## src/rtl/pcseq_pkg.sv

```systemverilog
package pcseq_pkg;
  typedef enum logic [1:0] {
    NXT_SEQ    = 2'd0,
    NXT_BRANCH = 2'd1,
    NXT_JUMP   = 2'd2
  } nxt_sel_e;
endpackage

```

## src/rtl/pcseq_incr.sv

```systemverilog
module pcseq_incr #(
  parameter int W    = 32,
  parameter int STEP = 4
) (
  input  logic [W-1:0] addr_i,
  output logic [W-1:0] addr_o
);
  localparam logic [W-1:0] STEP_V = W'(STEP);

  always_comb begin
    addr_o = addr_i + STEP_V;
  end
endmodule

```

## src/rtl/pcseq_eq.sv

```systemverilog
module pcseq_eq #(
  parameter int W = 32
) (
  input  logic [W-1:0] lhs_i,
  input  logic [W-1:0] rhs_i,
  output logic         same_o
);
  logic [W-1:0] diff;

  genvar g;
  generate
    for (g = 0; g < W; g++) begin : g_bit
      assign diff[g] = lhs_i[g] ^ rhs_i[g];
    end
  endgenerate

  assign same_o = ~|diff;
endmodule

```

## src/rtl/pcseq_targets.sv

```systemverilog
module pcseq_targets #(
  parameter int ADDR_W = 32,
  parameter int OFF_W  = 16,
  parameter int IDX_W  = 26,
  parameter int SHIFT  = 2
) (
  input  logic [ADDR_W-1:0] seq_pc_i,
  input  logic [OFF_W-1:0]  offset_i,
  input  logic [IDX_W-1:0]  index_i,
  output logic [ADDR_W-1:0] br_tgt_o,
  output logic [ADDR_W-1:0] jmp_tgt_o
);
  localparam int EXT_W    = ADDR_W - OFF_W - SHIFT;
  localparam int REGION_W = ADDR_W - IDX_W - SHIFT;

  logic [ADDR_W-1:0] byte_disp;

  always_comb begin
    byte_disp = {{EXT_W{offset_i[OFF_W-1]}}, offset_i, {SHIFT{1'b0}}};
    br_tgt_o  = seq_pc_i + byte_disp;
  end

  generate
    if (REGION_W > 0) begin : g_region
      assign jmp_tgt_o = {seq_pc_i[ADDR_W-1 -: REGION_W], index_i, {SHIFT{1'b0}}};
    end else begin : g_flat
      assign jmp_tgt_o = ADDR_W'({index_i, {SHIFT{1'b0}}});
    end
  endgenerate
endmodule

```

## src/rtl/fetch_pc_sequencer.sv

```systemverilog
module fetch_pc_sequencer #(
  parameter int          ADDR_W     = 32,
  parameter int          OFF_W      = 16,
  parameter int          IDX_W      = 26,
  parameter int          SHIFT      = 2,
  parameter logic [31:0] START_ADDR = 32'h0040_0000
) (
  input  logic              clk,
  input  logic              rst_n,
  input  logic              adv_en,
  input  logic              is_beq,
  input  logic              is_bne,
  input  logic              is_jump,
  input  logic [OFF_W-1:0]  br_offset,
  input  logic [IDX_W-1:0]  jmp_index,
  input  logic [ADDR_W-1:0] opnd_a,
  input  logic [ADDR_W-1:0] opnd_b,
  output logic [ADDR_W-1:0] pc_q
);
  import pcseq_pkg::*;

  localparam int          STEP    = 1 << SHIFT;
  localparam logic [ADDR_W-1:0] RST_PC = ADDR_W'(START_ADDR);

  logic [ADDR_W-1:0] seq_pc;
  logic [ADDR_W-1:0] br_tgt;
  logic [ADDR_W-1:0] jmp_tgt;
  logic [ADDR_W-1:0] pc_d;
  logic              ops_same;
  logic              br_taken;
  nxt_sel_e          sel;

  pcseq_incr #(.W(ADDR_W), .STEP(STEP)) u_incr (
    .addr_i (pc_q),
    .addr_o (seq_pc)
  );

  pcseq_eq #(.W(ADDR_W)) u_eq (
    .lhs_i  (opnd_a),
    .rhs_i  (opnd_b),
    .same_o (ops_same)
  );

  pcseq_targets #(
    .ADDR_W (ADDR_W),
    .OFF_W  (OFF_W),
    .IDX_W  (IDX_W),
    .SHIFT  (SHIFT)
  ) u_tgt (
    .seq_pc_i  (seq_pc),
    .offset_i  (br_offset),
    .index_i   (jmp_index),
    .br_tgt_o  (br_tgt),
    .jmp_tgt_o (jmp_tgt)
  );

  // Select: jump wins, then any satisfied branch condition, else sequential
  always_comb begin
    br_taken = (is_beq & ops_same) | (is_bne & ~ops_same);
    if (is_jump)       sel = NXT_JUMP;
    else if (br_taken) sel = NXT_BRANCH;
    else               sel = NXT_SEQ;
    unique case (sel)
      NXT_JUMP:   pc_d = jmp_tgt;
      NXT_BRANCH: pc_d = br_tgt;
      default:    pc_d = seq_pc;
    endcase
  end

  always_ff @(posedge clk or negedge rst_n) begin
    if (!rst_n)      pc_q <= RST_PC;
    else if (adv_en) pc_q <= pc_d;
  end
endmodule

```

## config.mk

```make
export PLATFORM = sky130hd
export DESIGN_NAME = fetch_pc_sequencer
export DESIGN_NICKNAME = d
export VERILOG_FILES = /design/src/rtl/pcseq_pkg.sv /design/src/rtl/pcseq_incr.sv /design/src/rtl/pcseq_eq.sv /design/src/rtl/pcseq_targets.sv /design/src/rtl/fetch_pc_sequencer.sv
export SDC_FILE = /design/constraint.sdc
export NUM_CORES = 1
export LEC_CHECK = 0
export BUFFER_PORTS_ARGS = -buffer_cell sky130_fd_sc_hd__buf_2
export CAP_MARGIN = 25
export CORE_UTILIZATION = 45
export CTS_BUF_LIST = sky130_fd_sc_hd__clkbuf_8
export DETAILED_ROUTE_END_ITERATION = 8
export GPL_ROUTABILITY_DRIVEN = 0
export GPL_TIMING_DRIVEN = 1
export HOLD_SLACK_MARGIN = 0.06
export PLACE_DENSITY_LB_ADDON = 0.12
export SLEW_MARGIN = 25
export SYNTH_ARGS = -nofsm -noshare
export SYNTH_HDL_FRONTEND = slang
export SYNTH_SLANG_ARGS = --single-unit
```

## constraint.sdc

```tcl
create_clock -name clk -period 10 [get_ports clk]
set_input_delay 0 -clock clk [delete_from_list [all_inputs] [get_ports clk]]
set_output_delay 0 -clock clk [all_outputs]
set_load 0.01 [all_outputs]
```

==> impl_metrics.env, run 1 <==
export IMPL_status="finished, final reports clean"
export IMPL_async_flop_share=1.00
export IMPL_cap_violations=0
export IMPL_dr_first_iter_drc_count=164
export IMPL_clkSlewWorstSetupHoldPaths_ns=0.08
export IMPL_power_share_clock=0.127
export IMPL_synthXorXnorAreaFrac=0.168
export IMPL_final_common_cell="buf_2"
export IMPL_grt_usage=0.260
export IMPL_wire_per_inst_um=15.9
export IMPL_dpl_cell_count=773
export IMPL_reg2reg_to="pc_q[27]$_DFFE_PN0P_"
export IMPL_coreArea_um2=8890
export IMPL_reg2reg_slack_ns=5.90
export IMPL_wirelength_um=12800
export IMPL_swShare=0.462
export IMPL_power_internal_mw=0.419
export IMPL_die_w_um=98.9
export IMPL_slew_headroom=0.400
export IMPL_ys_seq_area_frac=0.178
export IMPL_first_global_vias=4434
export IMPL_worstSetupStartpoint="pc_q[2]$_DFFE_PN0P_"
export IMPL_largest_register="pc_q"
export IMPL_cts_resized=0
export IMPL_fin_setup_tns_ns=0
export IMPL_drt_pass1_iter_count=5
export IMPL_tritoncts="done"
export IMPL_nets=842
export IMPL_slew_violations=0
export IMPL_cp_start_kind="register"
export IMPL_clockBufferDepth=2
export IMPL_end_kind="register"
export IMPL_critPathRequiredTime_ns=10.17
export IMPL_drc=0
export IMPL_multi_input_area_um2=3330
export IMPL_rsz0062_at_grt="no"
export IMPL_ant_nets=0
export IMPL_fillers=852
export IMPL_p_seq_frac=0.247
export IMPL_h_tree_depth=2
export IMPL_power_leakage_nw=2.51
export IMPL_grt_pass1_wl_um=20700
export IMPL_synth_seq_cells=30
export IMPL_dp_hpwl_um=9750
export IMPL_synth_simple_gate_area_frac=0.207
export IMPL_final_setup_viol_count=0
export IMPL_syn_inst=547
export IMPL_finalCritPeriodShare=0.410
export IMPL_p_sw_mw=0.359
export IMPL_skew_ns=0.0115
export IMPL_area_growth_syn_to_layout_pct=24.7
export IMPL_max_freq_ghz=0.244
export IMPL_placed_area_um2=4980
export IMPL_fin_cells=801
export IMPL_final_cell_mix="buf_2, nand2_1, xor2_1"
export IMPL_synth_top_family_by_area="compound AO/OA/AOI/OAI gates"
export IMPL_crit_end="pc_q[27]$_DFFE_PN0P_"
export IMPL_start_util=0.475
export IMPL_muxShareOfSynthArea=0.0367
export IMPL_die_area_um2=9780
export IMPL_cts_root_buf="clkbuf_8"
export IMPL_reg2reg_depth=17
export IMPL_design_area_um2=5270
export IMPL_synthDistinctLibCells=67
export IMPL_grt_max_degree=38
export IMPL_cts_buffers_inserted=5
export IMPL_synth_warnings=0
export IMPL_synth_compound_area_frac=0.260
export IMPL_diodes=0
export IMPL_r2r_start="pc_q[2]$_DFFE_PN0P_"
export IMPL_io_buffers=141
export IMPL_grt_overflow=0
export IMPL_reg_top3="pc_q x30"
export IMPL_arrival_ns=4.27
export IMPL_hold_path_class="primary input to register"
export IMPL_die_h_um=98.9
export IMPL_synth_edff_count=0
export IMPL_powerDensity_nw_per_um2=148
export IMPL_period_minus_slack_ns=4.10
export IMPL_p_comb_frac=0.626
export IMPL_peakVddDrop_uv=73.4
export IMPL_viasPerCell=5.77
export IMPL_clkSinkCount=30
export IMPL_worstSetupPathType="register to register"
export IMPL_num_rows=34
export IMPL_clkLatencyLatePin_ns=0.29
export IMPL_drive_gt1_frac=0.238
export IMPL_avgSynthCellArea_um2=7.72
export IMPL_cp_max_fo=6
export IMPL_antenna_found_initial=0
export IMPL_io_pins=144
export IMPL_yosys_most_used_dff="dfrtp_1"
export IMPL_largest_reg_flops=30
export IMPL_tightest_slew_ns=0.900
export IMPL_synth_area_um2=4220
export IMPL_vias=4618
export IMPL_synthAdderAreaFrac=0.111
export IMPL_hold_viol_final=0
export IMPL_regArea_um2=752
## worst min path at each step
| stage | start | end | slack, ns | cells past startpoint |
|---|---|---|---|---|
| 2_1_floorplan | rst_n | pc_q[10]$_DFFE_PN0P_ | -0.30 | 0 |
| 3_3_place_gp | rst_n | pc_q[14]$_DFFE_PN0P_ | 0.10 | 1 |
| 3_5_place_dp | rst_n | pc_q[14]$_DFFE_PN0P_ | 0.11 | 1 |
| 4_1_cts | jmp_index[9] | pc_q[11]$_DFFE_PN0P_ | 0.07 | 4 |
| 5_1_grt | jmp_index[9] | pc_q[11]$_DFFE_PN0P_ | 0.09 | 4 |
| 6_report | jmp_index[9] | pc_q[11]$_DFFE_PN0P_ | 0.07 | 4 |
## cell usage after synthesis, types with 2 or more instances
library cell	number	share of area
nand2_1	51	0.045
xor2_1	49	0.10
nor2_1	44	0.039
ha_1	36	0.11
a21oi_1	35	0.041
o21ai_0	32	0.038
xnor2_1	32	0.066
dfrtp_1	29	0.17
nand3_1	18	0.021
clkbuf_1	17	0.015
a21o_1	16	0.028
inv_1	13	0.012
o21a_1	13	0.023
and3_1	12	0.018
a31oi_1	11	0.016
mux2i_1	11	0.026
nor4_1	10	0.015
nand4_1	8	0.012
nor2b_1	7	0.010
a211oi_1	6	0.011
o21ai_1	6	0.0071
and2_1	5	0.0074
nand2b_1	5	0.0074
a21boi_0	4	0.0071
a22o_1	4	0.0083
buf_2	4	0.0047
mux2_2	4	0.011
nor3b_1	4	0.0071
o211ai_1	4	0.0071
o2bb2ai_1	4	0.0083
a211o_1	3	0.0062
buf_4	3	0.0053
nor3_1	3	0.0036
o21bai_1	3	0.0053
o22ai_1	3	0.0044
or3_1	3	0.0044
a21oi_2	2	0.0041
a221o_1	2	0.0047
a311oi_1	2	0.0041
o221ai_1	2	0.0041
## what timing repair did
item	CTS	global route
setup buffers	0	0
hold buffers	21	0
endpoints found under the hold margin	49	0
## critical path: stages (launching register included)
cell       delay (ns)
dfrtp_1          0.44
ha_1             0.23
and2_1           0.23
and3_2           0.28
and4_1           0.27
and3_1           0.27
nand3_1          0.12
xnor2_1          0.26
ha_1             0.31
a21oi_1          0.25
o21bai_1         0.10
a311oi_1         0.38
o21a_1           0.21
nand2_1          0.08
xnor2_1          0.16
nor2_1           0.06
a211oi_1         0.25
o2bb2ai_1        0.11
## per-layer routing
layer,GRT usage,vias up,share of wire
met5,0,-,0
met4,0.0586,0,0.012
met3,0.0326,19,0.054
met2,0.455,141,0.48
met1,0.342,2176,0.45
li1,-,2282,-
## area by class of cell
| type | instances | share of cell area |
|---|---|---|
| well taps | 108 | 0.0257 |
| repair buffers | 163 | 0.175 |
| clock buffers | 5 | 0.0131 |
| inverters | 13 | 0.00926 |
| clock inverters | 2 | 0.00190 |
| multi-input cells | 480 | 0.632 |
| flip-flops and latches | 30 | 0.143 |
## per-stage QoR
stage                     utilization  hold slack, ns  total power, mW  worst slack (ns)
after floorplan                     -          -0.296            0.534              6.27
after global placement          0.560           0.101            0.659              6.08
after detailed placement        0.560           0.113            0.668              5.96
after CTS                       0.592          0.0692            0.775              5.92
after global routing            0.592          0.0868            0.843              5.37
final                           0.592          0.0716            0.778              5.90
## power by group through the flow
stage / Combinational [mW] / Sequential, mW / Clock [mW]
after floorplan: 0.338 / 0.196 / 0
after global placement: 0.467 / 0.191 / 0
after detailed placement: 0.475 / 0.192 / 0
after CTS: 0.484 / 0.191 / 0.0997
after global routing: 0.543 / 0.197 / 0.103
final: 0.487 / 0.192 / 0.0985
## logic make-up after synthesis
family | Yosys count
xor+xnor | 81
mux | 15
buf+inv | 38
compound gates | 167
simple gates | 178
flops | 30
other cells | 1
fa+ha+maj | 37
Power figures use the tool's default switching activity.
==> inputs of run 2 (changes only) <==
==> constraint.sdc (replaced) <==
create_clock -name clk -period 3.7 [get_ports clk]
set_input_delay 0 -clock clk [delete_from_list [all_inputs] [get_ports clk]]
set_output_delay 0 -clock clk [all_outputs]
set_load 0.01 [all_outputs]
==> run 2 against run 1 <==
  * Global-route usage up 1.9 points
  * Routed wire length grew 4.8%
  * Non-clock buffer count rose by 26
  * The flow now finishes with violations (setup timing)
  * Clock skew is 0.0035 ns lower
  * Critical endpoint is now pc_q[31]$_DFFE_PN0P_
  * Sequential cell count unchanged
  * Via count increased by 1.2%
  * Worst hold slack got worse by 0.018 ns
  * Final area is 7.0% higher
==> impl_metrics.env, run 2 (synthesis gave the netlist of run 1 again) <==
export IMPL_first_global_vias=4662
export IMPL_cap_violations=0
export IMPL_clkSinkCount=30
export IMPL_clkLatencyLatePin_ns=0.30
export IMPL_largest_register="pc_q"
export IMPL_wirelength_um=13400
export IMPL_cp_start_kind="register"
export IMPL_rsz0062_at_grt="yes"
export IMPL_reg_top3="pc_q x30"
export IMPL_wire_per_inst_um=16.2
export IMPL_io_buffers=141
export IMPL_largest_reg_flops=30
export IMPL_fillers=830
export IMPL_r2r_start="pc_q[14]$_DFFE_PN0P_"
export IMPL_die_w_um=98.9
export IMPL_die_area_um2=9780
export IMPL_nets=868
export IMPL_final_common_cell="buf_2"
export IMPL_h_tree_depth=2
export IMPL_num_rows=34
export IMPL_grt_max_degree=38
export IMPL_tritoncts="done"
export IMPL_finalCritPeriodShare=1.01
export IMPL_dr_first_iter_drc_count=203
export IMPL_power_leakage_nw=2.69
export IMPL_slew_violations=0
export IMPL_vias=4674
export IMPL_area_growth_syn_to_layout_pct=33.4
export IMPL_multi_input_area_um2=3490
export IMPL_coreArea_um2=8890
export IMPL_ant_nets=0
export IMPL_max_freq_ghz=0.268
export IMPL_critPathRequiredTime_ns=3.88
export IMPL_crit_end="pc_q[31]$_DFFE_PN0P_"
export IMPL_period_minus_slack_ns=3.73
export IMPL_dpl_cell_count=800
export IMPL_violations="setup timing"
export IMPL_viasPerCell=5.64
export IMPL_io_pins=144
export IMPL_drive_gt1_frac=0.303
export IMPL_cts_buffers_inserted=5
export IMPL_powerDensity_nw_per_um2=407
export IMPL_worstSetupPathType="register to register"
export IMPL_reg2reg_depth=16
export IMPL_grt_pass1_wl_um=22100
export IMPL_end_kind="register"
export IMPL_final_setup_viol_count=1
export IMPL_tightest_slew_ns=0.922
export IMPL_cts_root_buf="clkbuf_8"
export IMPL_drt_pass1_iter_count=5
export IMPL_clockBufferDepth=2
export IMPL_hold_viol_final=0
export IMPL_dp_hpwl_um=10200
export IMPL_arrival_ns=3.91
export IMPL_timing_final_ws_setup_ns=-0.0283
export IMPL_fin_total_pwr_mw=2.29
export IMPL_peakVddDrop_uv=233
export IMPL_utilization=0.634
export IMPL_place_ws_ns=-0.0548
export IMPL_die_h_um=98.9
export IMPL_grt_overflow=0
export IMPL_reg2reg_slack_ns=-0.03
export IMPL_cp_max_fo=4
export IMPL_clkSlewWorstSetupHoldPaths_ns=0.08
export IMPL_regArea_um2=753
export IMPL_reg2reg_to="pc_q[31]$_DFFE_PN0P_"
export IMPL_antenna_found_initial=0
export IMPL_drc=0
export IMPL_final_cell_mix="buf_2, nand2_1, xor2_1"
export IMPL_start_util=0.475
export IMPL_worstSetupStartpoint="pc_q[14]$_DFFE_PN0P_"
export IMPL_skew_ns=0.00795
export IMPL_fin_cells=828
export IMPL_status="finished, violations left"
export IMPL_grt_usage=0.280
export IMPL_slew_headroom=0.385
export IMPL_diodes=0
export IMPL_hold_path_class="primary input to register"
run 2: cell count changes in the layout (fill, tap and decap cells not counted), moves of 3 or more:
cell,previous run,this run
a21oi_1,35,32
and3_4,0,3
buf_4,1,28
xnor2_2,0,5
xnor2_1,32,27
run 2: area by class of cell:
| cell class | count | share of cell area |
|---|---|---|
| Inverter | 13 | 0.00866 |
| Clock buffer | 6 | 0.0147 |
| Timing Repair Buffer | 189 | 0.198 |
| Clock inverter | 2 | 0.00155 |
| Multi-Input combinational cell | 480 | 0.619 |
| Sequential cell | 30 | 0.134 |
| Tap cell | 108 | 0.0240 |
run 2: routing by layer:
metal	GRT usage	wire (um)	up-vias
met4	0.0631	143	0
met1	0.378	6130	2189
met5	0	0	-
li1	-	-	2323
met2	0.474	6410	145
met3	0.0362	705	17
run 2: timing repair:
item                       4_1_cts  5_1_grt
pin swaps                        0       14
setup endpoints to repair        3       16
gates cloned                     0        0
hold buffers                    20        0
buffers inserted                 0        0
resized for setup                2       30
hold endpoints to repair        48        0
run 2: power by group:
part           switching (mW)  internal [mW]  leakage [nW]  total [mW]
registers              0.0824          0.404         0.352       0.486
clock network           0.144          0.148        0.0524       0.292
logic                   0.808          0.706          2.28        1.51
total                    1.03           1.26          2.69        2.29
run 2: through the flow:
stage	cell area (um^2)	hold slack (ns)	setup TNS (ns)
2_1_floorplan	4230	-0.296	0
4_1_cts	5480	0.0612	0
5_1_grt	5630	0.0967	-0.585
3_3_place_gp	5180	0.0915	0
3_5_place_dp	5180	0.106	-0.0657
6_report	5630	0.0540	-0.0283
run 2: worst min-delay path by stage:
stage                 startpoint                    to  slack (ns)  cells after the start
floorplan                  rst_n  pc_q[10]$_DFFE_PN0P_       -0.30                      0
global placement           rst_n  pc_q[13]$_DFFE_PN0P_        0.09                      1
detailed placement         rst_n  pc_q[13]$_DFFE_PN0P_        0.11                      1
CTS                 jmp_index[8]  pc_q[10]$_DFFE_PN0P_        0.06                      4
global route        jmp_index[8]  pc_q[10]$_DFFE_PN0P_         0.1                      4
finish              jmp_index[8]  pc_q[10]$_DFFE_PN0P_        0.05                      4
run 2: critical path, cell delays in order (launching register included):
cell	delay, ns
dfrtp_1	0.37
nand3_1	0.12
nor2_1	0.23
nand4_1	0.29
nand2b_4	0.28
nor3_2	0.22
nand2_1	0.12
xnor2_1	0.22
ha_1	0.29
a21o_1	0.18
a21o_1	0.20
nor3b_1	0.34
nand3_2	0.14
a31oi_4	0.20
xnor2_1	0.13
nand2_1	0.11
xnor2_2	0.18
